--- src/rtl/burst_pkg.sv ---
package burst_pkg;

  localparam int BEAT_W    = 2;
  localparam int NUM_BEATS = 1 << BEAT_W;

  typedef enum logic {
    ORDER_LINEAR = 1'b0,
    ORDER_XOR    = 1'b1
  } order_e;

  function automatic logic [BEAT_W-1:0] linear_low(
    input logic [BEAT_W-1:0] start,
    input logic [BEAT_W-1:0] beat
  );
    return start + beat;
  endfunction

  function automatic logic [BEAT_W-1:0] xor_low(
    input logic [BEAT_W-1:0] start,
    input logic [BEAT_W-1:0] beat
  );
    return start ^ beat;
  endfunction

  function automatic logic [BEAT_W-1:0] beat_next(
    input logic [BEAT_W-1:0] beat
  );
    return beat + 1'b1;
  endfunction

  function automatic logic beat_is_final(
    input logic [BEAT_W-1:0] beat
  );
    return beat == BEAT_W'(NUM_BEATS - 1);
  endfunction

endpackage

--- src/rtl/burst_addr_reg.sv ---
module burst_addr_reg
  import burst_pkg::*;
#(
  parameter int ADDR_W = 17
) (
  input  logic                     clk,
  input  logic                     rst,
  input  logic                     load_i,
  input  logic [ADDR_W-1:0]        addr_i,
  output logic [ADDR_W-1:BEAT_W]   base_o,
  output logic [BEAT_W-1:0]        start_o
);

  logic [ADDR_W-1:BEAT_W] base_q;
  logic [BEAT_W-1:0]      start_q;

  always_ff @(posedge clk) begin
    if (rst) begin
      base_q  <= '0;
      start_q <= '0;
    end else if (load_i) begin
      base_q  <= addr_i[ADDR_W-1:BEAT_W];
      start_q <= addr_i[BEAT_W-1:0];
    end
  end

  assign base_o  = base_q;
  assign start_o = start_q;

endmodule

--- src/rtl/burst_beat_ctr.sv ---
module burst_beat_ctr
  import burst_pkg::*;
(
  input  logic              clk,
  input  logic              rst,
  input  logic              load_i,
  input  logic              step_n_i,
  output logic [BEAT_W-1:0] beat_o,
  output logic              final_o
);

  logic [BEAT_W-1:0] beat_q;

  always_ff @(posedge clk) begin
    if (rst) begin
      beat_q <= '0;
    end else if (load_i) begin
      beat_q <= '0;
    end else if (!step_n_i) begin
      beat_q <= beat_next(beat_q);
    end
  end

  assign beat_o  = beat_q;
  assign final_o = beat_is_final(beat_q);

endmodule

--- src/rtl/burst_order_map.sv ---
module burst_order_map
  import burst_pkg::*;
(
  input  logic              order_sel_i,
  input  logic [BEAT_W-1:0] start_i,
  input  logic [BEAT_W-1:0] beat_i,
  output logic [BEAT_W-1:0] low_o
);

  logic [BEAT_W-1:0] lin_low;
  logic [BEAT_W-1:0] xor_bits;

  assign lin_low = linear_low(start_i, beat_i);

  genvar gi;
  generate
    for (gi = 0; gi < BEAT_W; gi++) begin : g_xor_bit
      assign xor_bits[gi] = start_i[gi] ^ beat_i[gi];
    end
  endgenerate

  always_comb begin
    unique case (order_e'(order_sel_i))
      ORDER_XOR:    low_o = xor_bits;
      ORDER_LINEAR: low_o = lin_low;
      default:      low_o = lin_low;
    endcase
  end

endmodule

--- src/rtl/burst_addr_gen.sv ---
module burst_addr_gen
  import burst_pkg::*;
#(
  parameter int ADDR_W = 17
) (
  input  logic              clk,
  input  logic              rst,
  input  logic              load_i,
  input  logic [ADDR_W-1:0] addr_i,
  input  logic              step_n_i,
  input  logic              order_sel_i,
  output logic [ADDR_W-1:0] addr_o,
  output logic              last_beat_o
);

  logic [ADDR_W-1:BEAT_W] base_w;
  logic [BEAT_W-1:0]      start_w;
  logic [BEAT_W-1:0]      beat_w;
  logic [BEAT_W-1:0]      low_w;
  logic                   final_w;

  // named events for the bound checker
  logic load_evt;
  logic step_evt;
  logic hold_evt;

  assign load_evt = load_i;
  assign step_evt = !load_i && !step_n_i;
  assign hold_evt = !load_i && step_n_i;

  burst_addr_reg #(.ADDR_W(ADDR_W)) u_reg (
    .clk     (clk),
    .rst     (rst),
    .load_i  (load_i),
    .addr_i  (addr_i),
    .base_o  (base_w),
    .start_o (start_w)
  );

  burst_beat_ctr u_ctr (
    .clk      (clk),
    .rst      (rst),
    .load_i   (load_i),
    .step_n_i (step_n_i),
    .beat_o   (beat_w),
    .final_o  (final_w)
  );

  burst_order_map u_map (
    .order_sel_i (order_sel_i),
    .start_i     (start_w),
    .beat_i      (beat_w),
    .low_o       (low_w)
  );

  assign addr_o      = {base_w, low_w};
  assign last_beat_o = final_w;

endmodule

--- config.mk ---
export PLATFORM = sky130hd
export DESIGN_NAME = burst_addr_gen
export DESIGN_NICKNAME = d
export VERILOG_FILES = /design/src/rtl/burst_pkg.sv /design/src/rtl/burst_addr_reg.sv /design/src/rtl/burst_beat_ctr.sv /design/src/rtl/burst_order_map.sv /design/src/rtl/burst_addr_gen.sv
export SDC_FILE = /design/constraint.sdc
export NUM_CORES = 1
export LEC_CHECK = 0
export BUFFER_PORTS_ARGS = -buffer_cell sky130_fd_sc_hd__buf_2
export CORE_AREA = 2 2 49 51
export CTS_BUF_LIST = sky130_fd_sc_hd__clkbuf_16
export CTS_CLUSTER_DIAMETER = 100
export DETAILED_ROUTE_END_ITERATION = 6
export DIE_AREA = 0 0 51 53
export PLACE_DENSITY = 0.65
export SLEW_MARGIN = 20
export SYNTH_ARGS = -nofsm -noshare
export SYNTH_HDL_FRONTEND = slang
export SYNTH_SLANG_ARGS = --single-unit
--- constraint.sdc ---
create_clock -name clk -period 0.95 [get_ports clk]
set_input_delay 0.0475 -clock clk [delete_from_list [all_inputs] [get_ports clk]]
set_output_delay 0.0475 -clock clk [all_outputs]
set_load 0.005 [all_outputs]
## After elaboration in Yosys (flattened, before gate mapping)

Index checks and enable logic that the tools add are counted.

- $add $sub $neg: 2
- Equality and inequality tests: 1
- Mux-type cells: 1
- Bitwise gates (word level): 3
- Reductions and logical operators: 1

Operators with widths:

| kind | count |
|---|---|
| 2-bit case mux with 2 select lines | 1 |
| 2-bit by 1-bit adder with 2-bit output (second input constant) | 1 |
| 2-bit adder | 1 |
| 2-bit == test (second input constant) | 1 |
| 2-bit OR reduction | 1 |
| 1-bit XOR | 2 |
| 1-bit NOT | 1 |

- Bits in registers: 19
- Bits of input ports: 22
- Output and inout bits: 18
- Logic and storage cells: 11

## Longest topological paths before layout

Gate-level depths: netlist (run 1).

- Word-level depth: 2
- Mapped depth: 4

## Modules after synthesis

From an unflattened synthesis (run 1), not the netlist that was laid out.

- Cells, all modules: 66
- Area, all modules: 737.0 um^2

By module, submodules not included:

| module | instances | cells an instance | area each (um^2) | sequential area each (um^2) |
|---|---|---|---|---|
| burst_addr_reg | 1 | 55 | 614.3 | 340.3 |
| burst_beat_ctr | 1 | 7 | 86.3 | 40.0 |
| burst_order_map | 1 | 4 | 36.3 | 0.0 |

## Worst setup path before layout (run 1)

OpenSTA, ideal clock, no wires.

- Path type: reg-to-reg
- From: register u_ctr.beat_q[0] (netlist: u_ctr.beat_o[0])
- To: register u_ctr.beat_q[1] (netlist: u_ctr.beat_o[1])
- Library setup time: 0.118 ns
- Arrival time: 0.750 ns
- Path slack: 0.082 ns
- Cell stages (with the launch flop): 4
- Buffers on the path: 0
- Cell sequence: dfxtp_1 ha_1 mux2i_1 nor3_1

- Word-level cells in the longest chain between the ends: 1

RTL lines:

| element | RTL line | RTL |
|---|---|---|
| start: declaration | burst_beat_ctr.sv:12 | `logic [BEAT_W-1:0] beat_q;` |
| start signal: assignment | burst_beat_ctr.sv:20 | `beat_q <= beat_next(beat_q);` |
| 2-bit by 1-bit adder with 2-bit output | burst_pkg.sv:28 | `return beat + 1'b1;` |

No other way between the ends.
A chain may end at the register's enable or synchronous reset.

## Worst setup path after layout (run 1)

- From: register u_ctr.beat_q[0] (netlist: u_ctr.beat_o[0])
- To: output addr_o[1]

- Word-level cells in the longest chain between the ends: 2

RTL lines:

| element | RTL line | RTL |
|---|---|---|
| 2-bit adder | burst_pkg.sv:15 | `return start + beat;` |
| 2-bit case mux with 2 select lines | burst_order_map.sv:23 | `unique case (order_e'(order_sel_i))` |
| end: declaration | burst_addr_gen.sv:12 | `output logic [ADDR_W-1:0] addr_o,` |

No other way between the ends.

==> out/metrics.yaml, run 1 <==
vias: 585
syn2layout_area_growth_pct: 45.91
worst_ir_drop_vdd_uv: 881.0
utilization_pct: 49.80
hold_path_startpoint: "addr_i[6]"
cp_data_arrival_time_ps: 1080
root_buffer: "clkbuf_16"
cts_tree: "done"
min_period_ps: 1132
clkSinkCount: 19
yosys.cell_count.top_type: "dfxtp_1"
cap_violations: 0
synth_nets: 90
crit_path_end_kind: "output pin"
seq_area_sq_um: 382.9
ys_ff_latch: 19
timing.reg2reg.setup_slack_ps: -70
layout-drive-gt1-share_pct: 45.79
wl_mm: 1.389
viasPerCell: 4.333
fmax_mhz: 883.3
r2r-start: "u_ctr.beat_o[0]"
setup_violations: 4
r2r_end: "u_ctr.beat_o[1]"
hold_depth: 3
wl_per_cell_microns: 10.29
slew-limit-headroom_pct: 77.71
post-place-ws_ps: -8.514
criticalPathCategory: "flop to output pin"
grt_max_degree: 20
start_kind: "flop"
required_ps: 900
status: "finished, violations left"
place_inst: 130
yosys.area.top_type_share_pct: 51.88
io_buffers: 39
ant_nets: 0
dieArea_sq_um: 2703
worst_pin_slew_ps: 334.4
finClkSkew_ps: 0.03209
nNetsFinal: 132
max-clock-path-buffers: 2
drt_pre_antenna_iters: 2
path_clk_slew_ps: 50
row_count: 17
ys.flop_type: "dfxtp_1"
first_global_vias: 520
hold_ws_ps: 34.19
synth.avg_cell_area_sq_um: 11.11
finalHoldViolations: 0
synth-edff-count: 0
ys_types: 11
fp.coreArea_sq_um: 2148
die_w_microns: 51
multi_input_area_sq_um: 344.1
timing.final.ws_setup_ps: -182.1
rsz0062_at_grt: "yes"
synth_common_cells: "dfxtp_1, mux2i_1, nor2_1"
r2r_cells: 4
h-tree-depth: 1
synth-seq-area-share_pct: 51.88
failed_checks: "negative setup slack"
synth.top_cells.by_area: "dfxtp_1, mux2i_1, nor2_1, ha_1, buf_12"
synth_largest_area_cell: "dfxtp_1"
n_fill_cell: 205
drv_slew: 0
instances_no_fill: 135
cp-startpoint: "u_ctr.beat_o[0]"
grt_antenna_before_repair: 0
gr-total-overflow: 0
initial_core_util_pct: 34.13
path_max_fanout: 2
place_area_sq_um: 942.2
grt_usage_pct: 11.10
cts_buffers: 3
synth_area_sq_um: 733.2
worstHoldEndpoint: "u_reg.base_o[6]"
hold_path_class: "input port to flop"
n_antenna_cell: 0
io_pins: 40
drc: 0
power.density_nw_per_um2: 1799
ys_warn_count: 0
die_h_microns: 53
syn_inst: 66
grt_first_pass_wirelength_mm: 2.208
dp_hpwl_microns: 963.9
drt_iter0_drc: 1
insertion_delay_ps: 240
gp_congestion: 0.6406
finalInstanceArea_sq_um: 1070
power.leakage_nw: 0.5552
finalCritPeriodShare_pct: 119.2
async_flop_share_pct: 0
-- cells in the final DEF, fill, tap and decap left out --
| cell type | instances |
|---|---|
| buf_2 | 38 |
| mux2i_1 | 18 |
| nor2_1 | 17 |
| dfxtp_1 | 17 |
| clkbuf_16 | 3 |
| xnor2_1 | 2 |
| nor3_1 | 2 |
| ha_4 | 2 |
| dfxtp_2 | 2 |
| nor2b_4 | 1 |
| xor2_1 | 1 |
| inv_1 | 1 |
| buf_6 | 1 |
| buf_12 | 1 |
| buf_4 | 1 |
-- layer usage --
| metal | vias up | part of all wire [%] | GRT usage [%] |
|---|---|---|---|
| li1 | 303 | - | - |
| met2 | 15 | 51 | 18.83 |
| met4 | 0 | 1.4 | 8.108 |
| met5 | - | 0 | 0 |
| met3 | 2 | 4.2 | 0 |
| met1 | 265 | 43 | 13.69 |
-- kinds of logic (layout without fill, tap and decap cells) --
logic type                 count (synthesis)  count (layout)  synth area share, %
DFF                                       19              19                51.88
xor gates and xnor gates                   3               3                3.584
adders and majority gates                  2               2                3.412
muxes                                     18              18                24.57
and+or+nand+nor                           20              20                10.92
buffers and inverters                      4              45                5.631
-- flip-flops by register name (all words and copies together) (netlist names) --
| signal | flops |
|---|---|
| u_reg.base_o | 15 |
| u_ctr.beat_o | 2 |
| u_reg.start_o | 2 |
-- report_power, final --
part / internal (mW) / switching (mW) / total, mW
Combinational: 0.132 / 0.0971 / 0.229
Sequential: 0.845 / 0.0244 / 0.869
Clock: 0.558 / 0.267 / 0.826
-- what timing repair did --
item,in CTS,in global routing
gates resized for setup,7,1
pin swaps,1,2
setup buffers,1,0
hold buffers,0,0
endpoints found under the setup margin,2,4
-- critical path, cell delays in order (launching register included) --
cell and delay [ps]:
dfxtp_2 340, ha_4 150, nor2b_4 120, xnor2_1 110, buf_2 130
-- stage by stage --
stage	total power, mW	TNS (ps)
6_report	1.924	-363.8
5_1_grt	2.023	-505.7
4_1_cts	1.945	-434.9
3_5_place_dp	1.096	-8.514
3_3_place_gp	1.093	0
2_1_floorplan	1.003	0
-- worst max path at each step --
stage and endpoint:
2_1_floorplan u_ctr.beat_o[1], 3_3_place_gp addr_o[1], 3_5_place_dp addr_o[1], 4_1_cts addr_o[1], 5_1_grt addr_o[1], 6_report addr_o[1]
-- layout make-up --
type,count,share of cell area [%]
Clock buffer,3,7.018
Clock inverter,1,0.3509
Multi-Input combinational cell,43,32.16
Sequential cell,19,35.79
Tap cell,28,3.275
Timing Repair Buffer,41,21.40
(Power assumes the default switching activity.)
==> run 2: changes to the inputs <==
Settings changed: REMOVE_ABC_BUFFERS from default to 1.
==> run 2 against run 1 <==
Net effect: the run still ends with negative setup slack left; clock skew is essentially flat; via count grew 2.7%; core utilization grew 1.3 points; final cell count grew 2.2%; sequential power is essentially flat; die area is the same; sequential share of layout area shrank 0.90 points; clock power grew 1%; critical path depth is the same; count of clock-buffer cells in the layout is the same; largest cell class unchanged; largest power group unchanged.
==> out/metrics.yaml, run 2 (same netlist as run 1, synthesis figures left out) <==
failed_checks: "negative setup slack"
n_antenna_cell: 0  # unchanged
vias: 601  # +2.7%
insertion_delay_ps: 240  # about the same
seq_area_sq_um: 382.9  # unchanged
wl_per_cell_microns: 10.54  # +2.4%
io_pins: 40  # unchanged
dp_hpwl_mm: 1.027  # +6.5%
drt_pre_antenna_iters: 2  # unchanged
place_area_sq_um: 949.7  # +0.80%
largest_reg_flops: 15  # unchanged
cap_violations: 0  # unchanged
finalHoldViolations: 0  # unchanged
timing.final.ws_setup_ps: -179.6  # +2.505 ps
grt_first_pass_wirelength_mm: 2.380  # +7.8%
multi_input_area_sq_um: 344.1  # unchanged
mostFrequentLayoutCell: "buf_2"
row_count: 17  # unchanged
rsz0062_at_grt: "yes"
layout-drive-gt1-share_pct: 48.18  # +2.4 points
max-clock-path-buffers: 2  # unchanged
cp_data_arrival_time_ps: 1080  # about the same
grt_antenna_before_repair: 0  # unchanged
power.density_nw_per_um2: 1774  # -1.4%
dieArea_sq_um: 2703  # unchanged
start_kind: "flop"
crit_path_end_kind: "output pin"
p_total_mw: 1.946  # +1.2%
cts_buffers: 3  # unchanged
grt_usage_pct: 12.03  # +0.93 points
finalCritPeriodShare_pct: 118.9  # -0.26 points
h-tree-depth: 1  # unchanged
hold_depth: 3  # unchanged
power.leakage_nw: 0.5700  # +2.7%
finalInstanceArea_sq_um: 1097  # +2.6%
path_max_fanout: 2  # unchanged
io_buffers: 39  # unchanged
n_fill_cell: 216  # +5.4%
initial_core_util_pct: 34.13  # unchanged
nNetsFinal: 135  # +2.3%
min_period_ps: 1130  # -2.505 ps
wl_mm: 1.454  # +4.7%
setup-tns-final_ps: -633.3  # -269.5 ps
die_w_microns: 51  # unchanged
cpPeakStageDelay_ps: 350  # about the same
most-common-layout-cells: "buf_2, mux2i_1, nor2_1, dfxtp_1"
r2r_cells: 5  # +1
worst_ir_drop_vdd_uv: 833.4  # -5.4%
first_global_vias: 593  # +14%
die_h_microns: 53  # unchanged
required_ps: 900  # about the same
drc: 0  # unchanged
post-place-ws_ps: 0.5378  # +9.052 ps
fp.coreArea_sq_um: 2148  # unchanged
status: "finished, violations left"
drt_iter0_drc: 1  # unchanged
syn2layout_area_growth_pct: 49.66
gp_congestion: 0.6265  # -2.2%
path_clk_slew_ps: 50  # about the same
finClkSkew_ps: 0.1499  # +0.1178 ps
ant_nets: 0  # unchanged
hold_path_class: "input port to flop"
worst_pin_slew_ps: 337.3  # +2.893 ps
crit_family: "flip-flops"
setup_violations: 5  # +1
viasPerCell: 4.355  # +0.50%
drv_slew: 0  # unchanged
crit_cells: 4  # unchanged
slew-limit-headroom_pct: 77.52  # -0.19 points
crit_buf_inv: 1  # unchanged
clkSinkCount: 19  # unchanged
grt_max_degree: 20  # unchanged
root_buffer: "clkbuf_16"
cts_tree: "done"
criticalPathCategory: "flop to output pin"
cp_cell_sequence: "ha_4 > nor2b_4 > xnor2_1 > buf_2"
fmax_mhz: 885.3  # +0.22%
ctsHoldBuffers: 0  # unchanged
utilization_pct: 51.08  # +1.3 points
cp_slowest_cell: "dfxtp_2"
gr-total-overflow: 0  # unchanged
## run 2: metrics by stage
stage               hold slack (ps)  instances
floorplan                     119.9         62
global placement              281.9        131
detailed placement            295.3        131
CTS                           36.88        136
global route                  51.58        138
finish                        36.59        138
## run 2: path summary, 6_finish.rpt
kind                    start              end  slack, ps
max          u_reg.start_o[0]        addr_o[1]       -180
min                 addr_i[9]  u_reg.base_o[9]         40
max reg2reg   u_ctr.beat_o[0]  u_ctr.beat_o[1]       -150
min reg2reg   u_reg.base_o[9]  u_reg.base_o[9]        480
## run 2: layout make-up
type	count	share of cell area (%)
multi-input combinational	43	31.36
tap	28	3.193
sequential	19	34.89
clock buffer	3	6.842
clock inverter	1	0.4561
timing repair buffer	44	23.26
## run 2: per-layer routing
layer	up-vias	global-route usage (%)	wire [microns]	share of wire, %
met3	2	2.542	124	8.5
met5	-	0	0	0
li1	307	-	-	-
met2	29	21.43	687	47
met4	0	6.757	19	1.3
met1	263	13.24	622	43
## run 2: worst min-delay path: stages
cell,delay (ps)
buf_2,70
mux2i_1,50
nor2_1,70
## run 2: timing repair
action	in CTS	in global routing
setup buffers	1	2
pin swaps	1	2
endpoints found under the setup margin	3	4
gates resized for setup	8	2
## run 2: report_power, final
| group | switching (mW) | internal, mW | total [mW] |
|---|---|---|---|
| logic | 0.101 | 0.141 | 0.242 |
| registers | 0.0238 | 0.845 | 0.869 |
| clock network | 0.273 | 0.563 | 0.836 |
| total | 0.398 | 1.55 | 1.95 |
